===== src/rtl/ccr_pkg.sv =====
package ccr_pkg;
  localparam int FLAG_W    = 6;
  localparam int ALU_FLAGS = 5;
  localparam int COND_W    = 4;

  typedef struct packed {
    logic h;
    logic i;
    logic n;
    logic z;
    logic v;
    logic c;
  } ccr_t;

  // Condition pair index: req_cond[3:1]. Even code taken when raw test is 0.
  typedef enum logic [2:0] {
    PAIR_ALWAYS = 3'd0,
    PAIR_CZ     = 3'd1,
    PAIR_C      = 3'd2,
    PAIR_Z      = 3'd3,
    PAIR_V      = 3'd4,
    PAIR_N      = 3'd5,
    PAIR_NV     = 3'd6,
    PAIR_ZNV    = 3'd7
  } pair_e;

  localparam int NUM_PAIRS = 8;
endpackage


===== src/rtl/ccr_flag_reg.sv =====
module ccr_flag_reg
  import ccr_pkg::*;
(
  input  logic                 clk,
  input  logic                 rst,
  input  logic [ALU_FLAGS-1:0] alu_we,
  input  logic [ALU_FLAGS-1:0] alu_flags,
  input  logic                 set_c,
  input  logic                 clr_c,
  input  logic                 set_v,
  input  logic                 clr_v,
  input  logic                 set_i,
  input  logic                 clr_i,
  output ccr_t                 flags_q
);
  ccr_t flags_d;

  always_comb begin
    flags_d = flags_q;
    // ALU results, per-flag enables {H,N,Z,V,C}
    if (alu_we[4]) flags_d.h = alu_flags[4];
    if (alu_we[3]) flags_d.n = alu_flags[3];
    if (alu_we[2]) flags_d.z = alu_flags[2];
    if (alu_we[1]) flags_d.v = alu_flags[1];
    if (alu_we[0]) flags_d.c = alu_flags[0];
    // direct commands win over the ALU; clear wins over set
    if (set_c) flags_d.c = 1'b1;
    if (clr_c) flags_d.c = 1'b0;
    if (set_v) flags_d.v = 1'b1;
    if (clr_v) flags_d.v = 1'b0;
    if (set_i) flags_d.i = 1'b1;
    if (clr_i) flags_d.i = 1'b0;
  end

  always_ff @(posedge clk) begin
    if (rst) flags_q <= '{i: 1'b1, default: 1'b0};
    else     flags_q <= flags_d;
  end
endmodule


===== src/rtl/ccr_cond_eval.sv =====
module ccr_cond_eval
  import ccr_pkg::*;
(
  input  ccr_t              flags,
  input  logic [COND_W-1:0] cond,
  output logic              taken
);
  logic [NUM_PAIRS-1:0] raw;
  logic                 signed_lt;
  pair_e                pair;

  assign signed_lt = flags.n ^ flags.v;
  assign pair      = pair_e'(cond[COND_W-1:1]);

  always_comb begin
    raw              = '0;
    raw[PAIR_ALWAYS] = 1'b0;
    raw[PAIR_CZ]     = flags.c | flags.z;
    raw[PAIR_C]      = flags.c;
    raw[PAIR_Z]      = flags.z;
    raw[PAIR_V]      = flags.v;
    raw[PAIR_N]      = flags.n;
    raw[PAIR_NV]     = signed_lt;
    raw[PAIR_ZNV]    = flags.z | signed_lt;
  end

  // even code: taken when raw is 0; odd code: taken when raw is 1
  assign taken = (raw[pair] == cond[0]);
endmodule


===== src/rtl/ccr_target_adder.sv =====
module ccr_target_adder #(
  parameter int ADDR_W   = 16,
  parameter int DISP_W   = 8,
  parameter int INSN_LEN = 2
) (
  input  logic [ADDR_W-1:0] pc,
  input  logic [DISP_W-1:0] disp,
  input  logic              taken,
  output logic [ADDR_W-1:0] next_pc
);
  localparam int EXT_W = ADDR_W - DISP_W;
  localparam logic [ADDR_W-1:0] STEP = ADDR_W'(INSN_LEN);

  logic [ADDR_W-1:0] seq_pc;
  logic [ADDR_W-1:0] offset;

  generate
    if (EXT_W > 0) begin : g_ext
      assign offset = {{EXT_W{disp[DISP_W-1]}}, disp};
    end else begin : g_trunc
      assign offset = disp[ADDR_W-1:0];
    end
  endgenerate

  assign seq_pc  = pc + STEP;
  assign next_pc = taken ? seq_pc + offset : seq_pc;
endmodule


===== src/rtl/ccr_branch_unit.sv =====
module ccr_branch_unit
  import ccr_pkg::*;
#(
  parameter int ADDR_W   = 16,
  parameter int DISP_W   = 8,
  parameter int INSN_LEN = 2
) (
  input  logic                 clk,
  input  logic                 rst,
  input  logic [ALU_FLAGS-1:0] alu_we,
  input  logic [ALU_FLAGS-1:0] alu_flags,
  input  logic                 set_c,
  input  logic                 clr_c,
  input  logic                 set_v,
  input  logic                 clr_v,
  input  logic                 set_i,
  input  logic                 clr_i,
  input  logic                 req_valid,
  output logic                 req_ready,
  input  logic [COND_W-1:0]    req_cond,
  input  logic [ADDR_W-1:0]    req_pc,
  input  logic [DISP_W-1:0]    req_disp,
  output logic                 rsp_valid,
  input  logic                 rsp_ready,
  output logic                 rsp_taken,
  output logic [ADDR_W-1:0]    rsp_next_pc,
  output logic [7:0]           ccr_byte
);
  ccr_t              flags_q;
  logic              eval_taken;
  logic [ADDR_W-1:0] eval_pc;
  logic              accept;

  ccr_flag_reg u_flags (
    .clk       (clk),
    .rst       (rst),
    .alu_we    (alu_we),
    .alu_flags (alu_flags),
    .set_c     (set_c),
    .clr_c     (clr_c),
    .set_v     (set_v),
    .clr_v     (clr_v),
    .set_i     (set_i),
    .clr_i     (clr_i),
    .flags_q   (flags_q)
  );

  ccr_cond_eval u_eval (
    .flags (flags_q),
    .cond  (req_cond),
    .taken (eval_taken)
  );

  ccr_target_adder #(
    .ADDR_W   (ADDR_W),
    .DISP_W   (DISP_W),
    .INSN_LEN (INSN_LEN)
  ) u_target (
    .pc      (req_pc),
    .disp    (req_disp),
    .taken   (eval_taken),
    .next_pc (eval_pc)
  );

  assign req_ready = !rsp_valid || rsp_ready;
  assign accept    = req_valid && req_ready;

  always_ff @(posedge clk) begin
    if (rst) begin
      rsp_valid   <= 1'b0;
      rsp_taken   <= 1'b0;
      rsp_next_pc <= '0;
    end else begin
      if (req_ready) rsp_valid <= req_valid;
      if (accept) begin
        rsp_taken   <= eval_taken;
        rsp_next_pc <= eval_pc;
      end
    end
  end

  assign ccr_byte = {2'b11, flags_q};
endmodule


===== config.mk =====
export PLATFORM = sky130hd
export DESIGN_NAME = ccr_branch_unit
export DESIGN_NICKNAME = d
export VERILOG_FILES = /design/src/rtl/ccr_pkg.sv /design/src/rtl/ccr_flag_reg.sv /design/src/rtl/ccr_cond_eval.sv /design/src/rtl/ccr_target_adder.sv /design/src/rtl/ccr_branch_unit.sv
export SDC_FILE = /design/constraint.sdc
export NUM_CORES = 1
export LEC_CHECK = 0
export ABC_AREA = 1
export CAP_MARGIN = 10
export CORE_MARGIN = 3
export CORE_UTILIZATION = 50
export CTS_BUF_LIST = sky130_fd_sc_hd__clkbuf_4
export DETAILED_ROUTE_END_ITERATION = 8
export PLACE_DENSITY = 0.84
export SYNTH_ARGS = -nofsm -noshare
export SYNTH_HDL_FRONTEND = slang
export SYNTH_HIERARCHICAL = 1
export SYNTH_SLANG_ARGS = --single-unit

===== constraint.sdc =====
create_clock -name clk -period 4.2 [get_ports clk]
set_clock_uncertainty 0.1 [all_clocks]
set_input_delay 1.26 -clock clk [delete_from_list [all_inputs] [get_ports clk]]
set_output_delay 1.26 -clock clk [all_outputs]
set_load 0.01 [all_outputs]

==> reports/results.tsv <==
metric	value	unit
Die X-Extent	78.1	um
CP Cell Sequence	clkdlybuf4s50_1, inv_1, nor3_4, buf_4, nor2_1, nor2_1, ha_1, nand2_1, inv_1, a21oi_1, nand2_1, nand2_1, nand2_1, xor2_1, nand2_1, nand2_1, inv_1, nand3_2, nand2_1, nor2_1	
first-pass GRT wire length	11700	um
Max Fclk	260	MHz
# fillers	465	
crit-path most repeated cell	nand2_1	
total number of vias	2859	
met2 wire len	3320	um
post-DR wirelength/cell	11.6	um
largest net degree at the start of global routing	36	
CP max stage cell	clkdlybuf4s50_1	
highest metal used	met4	
period utilization	91.6	%
worst path required time	4.34	ns
Design Power	812	uW
# IOs	75	
grt ovf	0	
initial DRC count	191	
post-synthesis async set-or-reset flop share	0	%
CORE AREA	4880	um2
CTS tree	built	
layout cells sized above 1	7.81	%
Final Slew Violations	0	
Total GRT Usage	22.7	%
IO Port Bufs	72	
CTS sink cnt	24	
Storage cell area	480	um2
post-placement cell area	3380	um2
critical path capture point type	register	
drt via density	4.94	
ANT nets after route	0	
mapped cell area	2600	um2
CP arrival	3.99	ns
Yosys cell types	36	
Power Density	235	nW/um2
cell count after synthesis	435	
H-tree depth	1	
number of global-route vias before repair	2712	
chip height	78.1	um
post-layout util	71.0	%
final net count	582	
syn avg cell area	5.98	um2
Clock Tree Buf Depth	2	
die area	6100	um2
sequential area share after synthesis	18.5	%
Layout Cell Area excl Fill	3460	um2
kind of critical path	input port to register	
crit path time final	3.85	ns
Area contributors post-synth	nand2_1, dfxtp_1, ha_1, inv_1, nor2_1	
n_diodes	0	
Root Driver	clkbuf_4	
largest area contributor in the netlist	nand2_1	
leakage power	1.81	nW
most frequent cell after synthesis	nand2_1	
dpl cells	575	
Hold Vio Cnt, Final	0	
initial antenna violation count	0	
row count	25	
area share of the largest cell type after synthesis	19.6	%
Clock Latency Late Sink	0.32	ns
Post-synth EDFFs	0	
hpwl dp	5510	um
Hold Path Class	register to register	
Final Non-Filler Cells	579	
main flop type after synthesis	dfxtp_1	
Area growth syn-to-layout	33.2	%
Worst-Margin Slew	0.969	ns
Peak supply drop	0.136	mV
outcome	finished clean	
synth cell count leaders	nand2_1, inv_1, nor2_1, nand3_1, a21oi_1	
unrepaired setup endpoints after global routing	no	
# setup viols final	0	
wl on met1	3040	um
Syn. warnings	6	
post-CTS setup buffer count	0	
drc violations	0	
Initial Utilization	53.3	%
final wirelength	6720	um
biggest cell delay along the critical path	0.50	ns
area of the multi-input gates	1780	um2
max_slew headroom	35.2	%
Pre-antenna DRT Iters	4	
crit start category	input port	
Worst-path clk slew	0.14	ns
Max FO, Critical Path	4	
Seq cells post-synth	24	
WL met3	269	um
total CTS buffers	3	
final RePlAce weighted congestion	0.855	
max_cap viols	0	
-- area by class of cell --
type | count | share of cell area, %
flip-flops and latches | 24 | 13.9
clock inverters | 1 | 0.867
multi-input cells | 332 | 51.3
clock buffers | 3 | 0.650
well taps | 67 | 2.42
inverters | 68 | 7.37
repair buffers | 84 | 23.6
-- cell usage in the layout, fill, tap and decap left out, drive strengths merged, types with 3 or more instances in the layout --
| cell | instances |
|---|---|
| a21oi | 32 |
| buf | 12 |
| clkbuf | 3 |
| clkdlybuf4s50 | 70 |
| dfxtp | 24 |
| ha | 20 |
| inv | 67 |
| nand2 | 139 |
| nand3 | 37 |
| nand3b | 3 |
| nand4 | 3 |
| nor2 | 50 |
| nor3 | 6 |
| o21ai | 16 |
| xnor2 | 4 |
| xor2 | 12 |
-- stage by stage --
step / hold slack [ns] / setup TNS [ns] / setup WS (ns)
after floorplan: 0.418 / 0 / 0.801
after global placement: 0.365 / -0.0100 / -0.0100
after detailed placement: 0.374 / -0.193 / -0.117
after CTS: 0.406 / 0 / 0.213
after global routing: 0.434 / 0 / 0.0847
final: 0.400 / 0 / 0.352
-- cell families after synthesis --
group | count (synthesis) | synth area share (%)
other | 1 | 0.144
adder cells (fa/ha/maj) | 21 | 10.4
AO/OA/AOI/OAI | 52 | 10.7
flip-flops | 24 | 18.5
buffers and inverters | 80 | 14.4
AND/OR/NAND/NOR | 241 | 40.1
XOR/XNOR | 16 | 5.68
-- sequential cells by signal (all words and copies together) (netlist names) --
register and flops:
rsp_next_pc 16, u_flags/flags_q 6, rsp_taken 1, rsp_valid 1
-- what timing repair did --
| action | in CTS | in global routing |
|---|---|---|
| hold buffers | 0 | 0 |
| resized for setup | 0 | 8 |
| endpoints found under the setup margin | 0 | 2 |
-- critical path, delay by kind of cell --
family	cells	cell delay, ns
adders and majority gates	1	0.31
and+or+nand+nor	12	1.26
AOI/OAI and AO/OA	1	0.15
xor gates and xnor gates	1	0.15
buffers and inverters	5	0.86
-- power by group --
part	leakage, nW	switching, mW	internal [mW]	total (mW)
clock	0.0279	0.0739	0.0966	0.170
combinational	1.58	0.205	0.177	0.382
sequential	0.199	0.0119	0.248	0.260
-- final timing paths --
path | from | end | slack [ns] | cells after the start
max | req_pc[4] | rsp_next_pc[11]$_SDFFE_PP0P_ | 0.35 | 20
min | rsp_next_pc[5]$_SDFFE_PP0P_ | rsp_next_pc[5]$_SDFFE_PP0P_ | 0.40 | 2
min reg2reg | rsp_next_pc[5]$_SDFFE_PP0P_ | rsp_next_pc[5]$_SDFFE_PP0P_ | 0.40 | 2
max reg2reg | u_flags/flags_q[1]$_SDFFE_PP0P_ | rsp_next_pc[3]$_SDFFE_PP0P_ | 1.99 | 14
-- per-layer routing --
layer	vias up	global-route usage (%)
met3	11	2.52
li1	1513	-
met4	0	5.42
met1	1275	28.6
met2	60	41.3
met5	-	0
(Power assumes the default switching activity.)
